<file path="src/rtl/bar_cfg_pkg.sv">
package bar_cfg_pkg;

    localparam int DATA_W      = 32;
    localparam int CW_W        = 16;
    localparam int CW_MEM_BIT  = 15;
    localparam int CW_IO_BIT   = 14;
    localparam int CW_PREF_BIT = 13;
    localparam int NUM_SLOTS   = 2;

    typedef enum logic [1:0] {
        SLOT_NONE = 2'd0,
        SLOT_MEM  = 2'd1,
        SLOT_IO   = 2'd2
    } slot_kind_e;

    typedef struct packed {
        logic mem_en;
        logic io_en;
        logic pref;
        logic empty;
    } boot_cfg_t;

    function automatic slot_kind_e slot_kind(input boot_cfg_t c, input int idx);
        logic want_mem, want_io;
        want_mem = c.empty | c.mem_en;
        want_io  = c.empty | c.io_en;
        if (idx == 0)
            return want_mem ? SLOT_MEM : (want_io ? SLOT_IO : SLOT_NONE);
        return (want_mem && want_io) ? SLOT_IO : SLOT_NONE;
    endfunction

    function automatic logic pref_eff(input boot_cfg_t c);
        return c.pref & c.mem_en & ~c.empty;
    endfunction

endpackage

</file>
<file path="src/rtl/bar_boot_latch.sv">
module bar_boot_latch
    import bar_cfg_pkg::*;
(
    input  logic            clk,
    input  logic            rst,
    input  logic [CW_W-1:0] ctrl_word,
    input  logic            rom_empty,
    output boot_cfg_t       cfg
);
    always_ff @(posedge clk) begin
        if (rst) begin
            cfg.mem_en <= ctrl_word[CW_MEM_BIT];
            cfg.io_en  <= ctrl_word[CW_IO_BIT];
            cfg.pref   <= ctrl_word[CW_PREF_BIT];
            cfg.empty  <= rom_empty;
        end
    end

    // configuration never moves outside reset
    p_cfg_frozen_r1: assert property (@(posedge clk)
        (!rst && $past(!rst)) |-> $stable(cfg));
endmodule

</file>
<file path="src/rtl/bar_slot.sv">
module bar_slot
    import bar_cfg_pkg::*;
#(
    parameter int MEM_LOG2 = 12,
    parameter int IO_LOG2  = 8
) (
    input  logic                clk,
    input  logic                rst,
    input  slot_kind_e          kind,
    input  logic                pref,
    input  logic                wr,
    input  logic [DATA_W-1:0]   wdata,
    input  logic [DATA_W/8-1:0] be,
    output logic [DATA_W-1:0]   rdback
);
    localparam logic [DATA_W-1:0] MEM_MASK = ~((DATA_W'(1) << MEM_LOG2) - DATA_W'(1));
    localparam logic [DATA_W-1:0] IO_MASK  = ~((DATA_W'(1) << IO_LOG2) - DATA_W'(1));
    localparam int NBYTES = DATA_W / 8;

    logic [DATA_W-1:0] base_q;

    always_ff @(posedge clk) begin
        if (rst) begin
            base_q <= '0;
        end else if (wr && kind != SLOT_NONE) begin
            for (int b = 0; b < NBYTES; b++)
                if (be[b]) base_q[8*b +: 8] <= wdata[8*b +: 8];
        end
    end

    always_comb begin
        rdback = '0;
        unique case (kind)
            SLOT_MEM: begin
                rdback    = base_q & MEM_MASK;
                rdback[3] = pref;
            end
            SLOT_IO: begin
                rdback    = base_q & IO_MASK;
                rdback[0] = 1'b1;
            end
            default: rdback = '0;
        endcase
    end

    // without a write the readback holds
    p_hold_without_write_r9: assert property (@(posedge clk) disable iff (rst)
        ($past(!rst) && !$past(wr)) |-> $stable(rdback));
endmodule

</file>
<file path="src/rtl/bar_hit.sv">
module bar_hit #(
    parameter int CMP_W = 20
) (
    input  logic             en,
    input  logic [CMP_W-1:0] addr_hi,
    input  logic [CMP_W-1:0] base_hi,
    output logic             hit
);
    assign hit = en && (addr_hi == base_hi);
endmodule

</file>
<file path="src/rtl/pci_bar_cfg.sv">
module pci_bar_cfg
    import bar_cfg_pkg::*;
#(
    parameter int MEM_LOG2     = 12,
    parameter int IO_LOG2      = 8,
    parameter int OFF_W        = 6,
    parameter int FIRST_BAR_DW = 4
) (
    input  logic              clk,
    input  logic              rst,
    input  logic [15:0]       ctrl_word,
    input  logic              rom_empty,
    input  logic              cfg_wr,
    input  logic              cfg_rd,
    input  logic [OFF_W-1:0]  cfg_off,
    input  logic [31:0]       cfg_wdata,
    input  logic [3:0]        cfg_be,
    output logic [31:0]       cfg_rdata,
    output logic [31:0]       bar0_rdata,
    output logic [31:0]       bar1_rdata,
    input  logic              cmd_mem_en,
    input  logic              cmd_io_en,
    input  logic [31:0]       dec_addr,
    output logic              mem_hit,
    output logic              io_hit
);
    localparam int MEM_CMP_W = DATA_W - MEM_LOG2;
    localparam int IO_CMP_W  = DATA_W - IO_LOG2;

    boot_cfg_t         cfg;
    slot_kind_e        kinds   [NUM_SLOTS];
    logic [DATA_W-1:0] slot_rd [NUM_SLOTS];
    logic [NUM_SLOTS-1:0] slot_sel;
    logic              pref;

    bar_boot_latch u_boot (
        .clk(clk), .rst(rst), .ctrl_word(ctrl_word),
        .rom_empty(rom_empty), .cfg(cfg)
    );

    assign pref = pref_eff(cfg);

    for (genvar i = 0; i < NUM_SLOTS; i++) begin : g_slot
        localparam logic [OFF_W-1:0] MY_OFF = OFF_W'(FIRST_BAR_DW + i);
        assign kinds[i]    = slot_kind(cfg, i);
        assign slot_sel[i] = (cfg_off == MY_OFF);
        bar_slot #(.MEM_LOG2(MEM_LOG2), .IO_LOG2(IO_LOG2)) u_slot (
            .clk(clk), .rst(rst), .kind(kinds[i]), .pref(pref),
            .wr(cfg_wr && slot_sel[i]), .wdata(cfg_wdata), .be(cfg_be),
            .rdback(slot_rd[i])
        );
    end

    assign bar0_rdata = slot_rd[0];
    assign bar1_rdata = slot_rd[1];

    // Find which slot carries each kind of window
    logic              mem_present, io_present;
    logic [DATA_W-1:0] mem_base, io_base;
    always_comb begin
        mem_present = 1'b0;
        io_present  = 1'b0;
        mem_base    = '0;
        io_base     = '0;
        for (int i = 0; i < NUM_SLOTS; i++) begin
            if (kinds[i] == SLOT_MEM) begin
                mem_present = 1'b1;
                mem_base    = slot_rd[i];
            end
            if (kinds[i] == SLOT_IO) begin
                io_present = 1'b1;
                io_base    = slot_rd[i];
            end
        end
    end

    bar_hit #(.CMP_W(MEM_CMP_W)) u_mem_hit (
        .en(cmd_mem_en && mem_present),
        .addr_hi(dec_addr[DATA_W-1:MEM_LOG2]),
        .base_hi(mem_base[DATA_W-1:MEM_LOG2]),
        .hit(mem_hit)
    );

    bar_hit #(.CMP_W(IO_CMP_W)) u_io_hit (
        .en(cmd_io_en && io_present),
        .addr_hi(dec_addr[DATA_W-1:IO_LOG2]),
        .base_hi(io_base[DATA_W-1:IO_LOG2]),
        .hit(io_hit)
    );

    // Registered configuration read
    logic [DATA_W-1:0] rd_mux;
    always_comb begin
        rd_mux = '0;
        for (int i = 0; i < NUM_SLOTS; i++)
            if (slot_sel[i]) rd_mux = slot_rd[i];
    end

    always_ff @(posedge clk) begin
        if (rst)         cfg_rdata <= '0;
        else if (cfg_rd) cfg_rdata <= rd_mux;
        else             cfg_rdata <= '0;
    end

    // memory decode requires the command enable
    p_mem_hit_cmd_r10: assert property (@(posedge clk) disable iff (rst)
        mem_hit |-> cmd_mem_en);
    // I/O decode requires the command enable
    p_io_hit_cmd_r11: assert property (@(posedge clk) disable iff (rst)
        io_hit |-> cmd_io_en);
    // reads of other offsets return zero
    p_other_off_zero_r12: assert property (@(posedge clk) disable iff (rst)
        (cfg_rd && slot_sel == '0) |=> (cfg_rdata == '0));
    // no read strobe, no data
    p_idle_zero_r12: assert property (@(posedge clk) disable iff (rst)
        !cfg_rd |=> (cfg_rdata == '0));
endmodule

</file>
<file path="config.mk">
export PLATFORM = sky130hd
export DESIGN_NAME = pci_bar_cfg
export DESIGN_NICKNAME = d
export VERILOG_FILES = /design/src/rtl/bar_cfg_pkg.sv /design/src/rtl/bar_boot_latch.sv /design/src/rtl/bar_slot.sv /design/src/rtl/bar_hit.sv /design/src/rtl/pci_bar_cfg.sv
export SDC_FILE = /design/constraint.sdc
export NUM_CORES = 1
export LEC_CHECK = 0
export BUFFER_PORTS_ARGS = -buffer_cell sky130_fd_sc_hd__buf_4
export CORE_MARGIN = 3
export CORE_UTILIZATION = 48
export CTS_BUF_LIST = sky130_fd_sc_hd__clkbuf_4 sky130_fd_sc_hd__clkbuf_8
export CTS_CLUSTER_SIZE = 14
export DETAILED_ROUTE_END_ITERATION = 8
export PLACE_DENSITY = 0.79
export SLEW_MARGIN = 0
export SYNTH_ARGS = -nofsm -noshare
export SYNTH_HDL_FRONTEND = slang
export SYNTH_SLANG_ARGS = --single-unit
</file>
<file path="constraint.sdc">
create_clock -name clk -period 2.4 [get_ports clk]
set_input_delay 0.48 -clock clk [delete_from_list [all_inputs] [get_ports clk]]
set_output_delay 0.48 -clock clk [all_outputs]
set_load 0.005 [all_outputs]
</file>
======== Word-level counts from Yosys, hierarchy flattened ========
Cells that the tools add are included.
storage, ports and cells
  register bits ........................... 84
  input bits .............................. 97
  output and inout port bits .............. 98
  word-level logic and storage cells ...... 58
operators by class
  equal/unequal tests ..................... 8
  mux-type cells .......................... 15
  bitwise logic cells ..................... 6
  reduce and logical (&&, ||, !) cells .... 18
operator list
  operator            count
  $mux 32             6
  $pmux 32 s2         2
  $eq 24x24->1        1
  $eq 20x20->1        1
  $eq 6x3->1 const B  2
  $reduce_and 2->1    6
  $logic_and 1x1->1   9
  $mux 2              3
  $eq 2x1->1 const B  2
  $eq 2x2->1 const B  2
  $mux 1              4
  $reduce_bool 2->1   2
  $and 1x1->1         2
  $not 1->1           2
  $or 1x1->1          2
  $reduce_or 2->1     1

======== Longest topological paths before layout ========
  word-level depth ........................ 9
  gate-level depth with buffers ........... 10
  gate-level depth less buffers ........... 9

======== Cells and area by module ========
From an unflattened synthesis, not the netlist that was laid out.
second synthesis, totals
  cells, all modules ...................... 533
  area, all modules ....................... 5,277.6 um2
modules (own cells, without submodules)
  module               times used  cells an instance  area each (um2)  seq. area each (um2)
  bar_slot             2           148                1,403.8          480.5
  pci_bar_cfg          1           173                1,856.8          640.6
  bar_hit (u_io_hit)   1           33                 269.0            0.0
  bar_hit (u_mem_hit)  1           27                 224.0            0.0
  bar_boot_latch       1           4                  120.1            120.1

======== Least setup slack after synthesis ========
No wires, ideal clock.
  path kind ............................... register -> output
  from .................................... reg u_boot.cfg[0] (netlist name)
  to ...................................... out io_hit
  arrival ................................. 1.777 ns
  required time ........................... 1.920 ns
  setup slack ............................. 0.143 ns
  stages on the path, launching flop included .. 10
  path buffers ............................ 1
  cells stage by stage .................... edfxtp_1 > nor2_2 > nand2_2 > inv_2 > buf_6 > a22oi_4 > xnor2_1 > nor4_2 > nand4_1 > nor3_2
on the way
  longest elaborated chain between the ends .. 9
  elaborated cells on any way between the ends .. 19
  classes of those cells .................. eq/ne: 5; mux: 9; bitwise: 2; reduce/logical: 3
RTL lines
  element                                          RTL line                           source
  $or 1x1->1                                       bar_cfg_pkg.sv:26                  want_io = c.empty | c.io_en;
  $mux 2 (2 in a row)                              bar_cfg_pkg.sv:28                  return want_mem ? SLOT_MEM : (want_io ? SLOT_IO : SLOT_NONE);
  $eq 2x2->1 / $eq 2x1->1 (equally long branches)  bar_slot.sv:33, pci_bar_cfg.sv:70
  $pmux 32 s2                                      bar_slot.sv:33                     unique case (kind)
  $mux 32 (2 in a row)                             pci_bar_cfg.sv:70                  if (kinds[i] == SLOT_IO) begin
  $eq 24x24->1                                     bar_hit.sv:9                       assign hit = en && (addr_hi == base_hi);
  $logic_and 1x1->1 *                              bar_hit.sv:9
  to (decl)                                        pci_bar_cfg.sv:25                  output logic io_hit
Mark *: on every way between the ends. The rest lies on a longest branch, timed or not.

======== Worst setup path after layout ========
  from .................................... reg u_boot.cfg[3] (netlist name)
  to ...................................... out io_hit
on the way
  longest elaborated chain between the ends .. 8
  elaborated cells on any way between the ends .. 17
  classes of those cells .................. eq/ne: 5; mux: 8; bitwise: 1; reduce/logical: 3
RTL lines
  element                                             RTL line                              source
  $or 1x1->1 *                                        bar_cfg_pkg.sv:25                     want_mem = c.empty | c.mem_en;
  $mux 2 / $logic_and 1x1->1 (equally long branches)  bar_cfg_pkg.sv:28, bar_cfg_pkg.sv:29
  $eq 2x2->1 (tied with other cells)                  bar_slot.sv:33, pci_bar_cfg.sv:70
  $pmux 32 s2 (tied with other cells)                 bar_slot.sv:33
  $mux 32 / $pmux 32 s2 (equally long branches)       pci_bar_cfg.sv:70, bar_slot.sv:33
  $mux 32                                             pci_bar_cfg.sv:70
  $eq 24x24->1                                        bar_hit.sv:9
  $logic_and 1x1->1 *                                 bar_hit.sv:9
Marked as above.

==> impl_metrics.csv <==
group,metric,value,unit
logic_synthesis,yosysWarningCount,0,
route,ant_nets,0,
power,peakVddDrop,0.000256,V
grt,met3_usage,4.67,%
logic_synthesis,synth_commonest_cells,"nor2_1 (91), dfxtp_1 (74), mux2i_1 (48)",
cts,cts_tree,"yes",
cells_and_area,fin_area,6000,µm²
cells_and_area,seqCellArea,1600,µm²
cts,numCtsBuffers,9,
logic_synthesis,yosysMostFrequentCell,"nor2_1",
floorplan,design.core.area,8300,µm²
sta,fmax,0.347,GHz
logic_synthesis,synth_area_leaders,"dfxtp_1 (36%), mux2i_1 (12%), nor2_1 (8.3%)",
sta,grt_setup_unrepaired,"yes",
floorplan,fp-row-count,33,
sta,fin_crit_sh,120,%
logic_synthesis,synth_edf_count,4,
cells_and_area,layout-drive-gt1-share,37.9,%
logic_synthesis,synthesis.area,4140,µm²
cts,cts_root_buffer,"clkbuf_8",
min_path,hp-class,"in2reg",
floorplan,dieArea,9780,µm²
grt,use_met1,31.4,%
cells_and_area,area_growth,44.9,%
floorplan,ios,195,
cts,htree_levels,3,
cells_and_area,multi_input_area,2370,µm²
route,wl_per_cell,17.6,µm
worst_setup_path,reg2reg_from,"u_boot.cfg[3]",
worst_setup_path,arrival,2400,ps
grt,antenna_found_initial,0,
sta,whs,296,ps
sta,worst_slack,-485,ps
flow_run,drv_cap,0,
sta,drv_slew,0,
cts,cts.clk_slew.worst_paths,80,ps
logic_synthesis,yosysTopAreaCell,"dfxtp_1",
place,port_buffers,145,
worst_setup_path,reg2reg_slack,440,ps
cells_and_area,num-nets-final,741,
sta,setup_viol,2,
worst_setup_path,r2r_end,"g_slot[0].u_slot.base_q[25]",
grt,grt-busiest-layer,"met2",
cts,hold_buffers,0,
worst_setup_path,start_kind,"flop",
logic_synthesis,synth-seq-cells,78,
cts,insertion_delay,360,ps
grt,met2_usage,42.3,%
floorplan,dieHeight,98.9,µm
outcome,status,"complete, but fails checks",
outcome,violations,"negative setup slack",
route,drt-pass1-iter-count,5,
logic_synthesis,synth.avg_cell_area,8.88,µm²
grt,grt_pass1_vias,3815,
place,pre_cts_slack,-187,ps
place,place_hpwl,9.73,mm
grt,grt_usage,24.9,%
min_path,holdPathEnd,"u_boot.cfg[2]",
floorplan,die_x,98.9,µm
cells_and_area,final_util,72.3,%
worst_setup_path,startpoint,"u_boot.cfg[3]",
logic_synthesis,synth-async-reset-ratio,0,%
worst_setup_path,cp-end-kind,"output pin",
logic_synthesis,ys.flop_type,"dfxtp_1",
worst_setup_path,worstPathMaxFanout,5,
power,p_per_area,465,nW/µm²
logic_synthesis,synthesis.instances,466,
cts,ctsLongestPathBuffers,2,
grt,grt_max_degree,29,
route,via_per_inst,5.39,
route,wirelength,13.3,mm
place,gp_congestion,0.884,
grt,gr-total-overflow,0,
cts,cts_sinks,78,
sta,hold_violations,0,
cells_and_area,num_antenna_cells,0,
route,drt_iter0_drc,208,
min_path,min_from,"ctrl_word[14]",
route,drc,0,
logic_synthesis,ys_types,43,
power,p_leak,0.00250,µW
min_path,worstHoldPathCells,1,
place,placed_area,5480,µm²
worst_setup_path,cp.required,1920,ps
sta,period_minus_slack,2880,ps
logic_synthesis,seq_area_frac_synth,38.7,%
grt,grt_pass1_wl,19.4,mm
sta,fin_worst_skew,9.40,ps
floorplan,floorplan.initialDensity,49.9,%
logic_synthesis,synth_top_cell_area_share,35.8,%
worst_setup_path,rr_worst_depth,8,
worst_setup_path,worst-setup-path-type,"reg2out",
route,vias,4061,
cells_and_area,fill_cells,629,
[state kept, by name, summed over array words and instances, names as in the netlist]
register              cells
g_slot.u_slot.base_q     48
u_boot.cfg                4
cfg_rdata                26
[how the worst max path moves through the flow]
| stage | to | slack (ps) | cells after the start |
|---|---|---|---|
| after floorplan | io_hit | 140 | 9 |
| after global placement | io_hit | -130 | 8 |
| after detailed placement | io_hit | -190 | 8 |
| after CTS | io_hit | -490 | 8 |
| after global routing | io_hit | -570 | 10 |
| final | io_hit | -480 | 11 |
[kinds of logic (layout without fill, tap and decap cells)]
logic type / Yosys count / in the layout / synth area share, %
flip-flops: 78 / 78 / 38.7
other: 1 / 19 / 0.0906
multiplexers: 48 / 48 / 11.6
XOR/XNOR: 31 / 31 / 6.56
buffers and inverters: 58 / 223 / 8.46
AO/OA/AOI/OAI: 69 / 69 / 12.5
AND/OR/NAND/NOR: 181 / 181 / 22.1
[per-stage QoR]
step	cells	TNS [ps]	total power [µW]
6_report	754	-582	2790
5_1_grt	754	-768	2880
4_1_cts	741	-659	2730
3_5_place_dp	723	-187	1650
3_3_place_gp	723	-135	1650
2_1_floorplan	484	0	1500
[final cells by class]
type                    count  share of cell area (%)
well taps                 105                    2.19
multi-input cells         348                    39.6
inverters                  10                   0.668
clock buffers              10                    2.19
clock inverters             6                    1.44
flip-flops and latches     78                    26.7
repair buffers            197                    27.2
[power breakdown]
part	total (µW)	internal (µW)	switching, µW
sequential	1320	1310	6.80
clock	1090	595	498
combinational	378	192	186
total	2790	2100	691
[per-layer routing]
metal	up-vias	wire length (µm)
met1	1902	5510
met5	-	0
li1	1922	-
met3	34	965
met2	203	6470
met4	0	336
[critical path, cell delays in order, from the launching register on]
cell	delay [ps]
edfxtp_1	460
nor2_2	190
nand2_2	90
inv_4	100
buf_8	130
buf_4	110
a22oi_2	50
xnor2_1	120
nor4_1	240
nand4_1	160
nor3_2	240
buf_4	140
[what timing repair did]
| action | CTS | global route |
|---|---|---|
| pin swaps | 6 | 21 |
| resized for setup | 5 | 34 |
| cloned | 0 | 1 |
| buffers inserted | 2 | 14 |
| endpoints found under the setup margin | 15 | 16 |
[layout by cell type (no fill, tap or decap), types with 7 or more instances in the layout]
master and count:
buf_4 180, nor2_1 89, dfxtp_1 74, mux2i_1 48, a22oi_1 31, and2_1 25
xnor2_1 23, conb_1 19, nor2b_1 17, a22oi_2 11, inv_1 9, a21oi_1 9
clkbuf_8 9, nand2_1 8, xor2_1 7, buf_12 7
(Power assumes the default switching activity.)
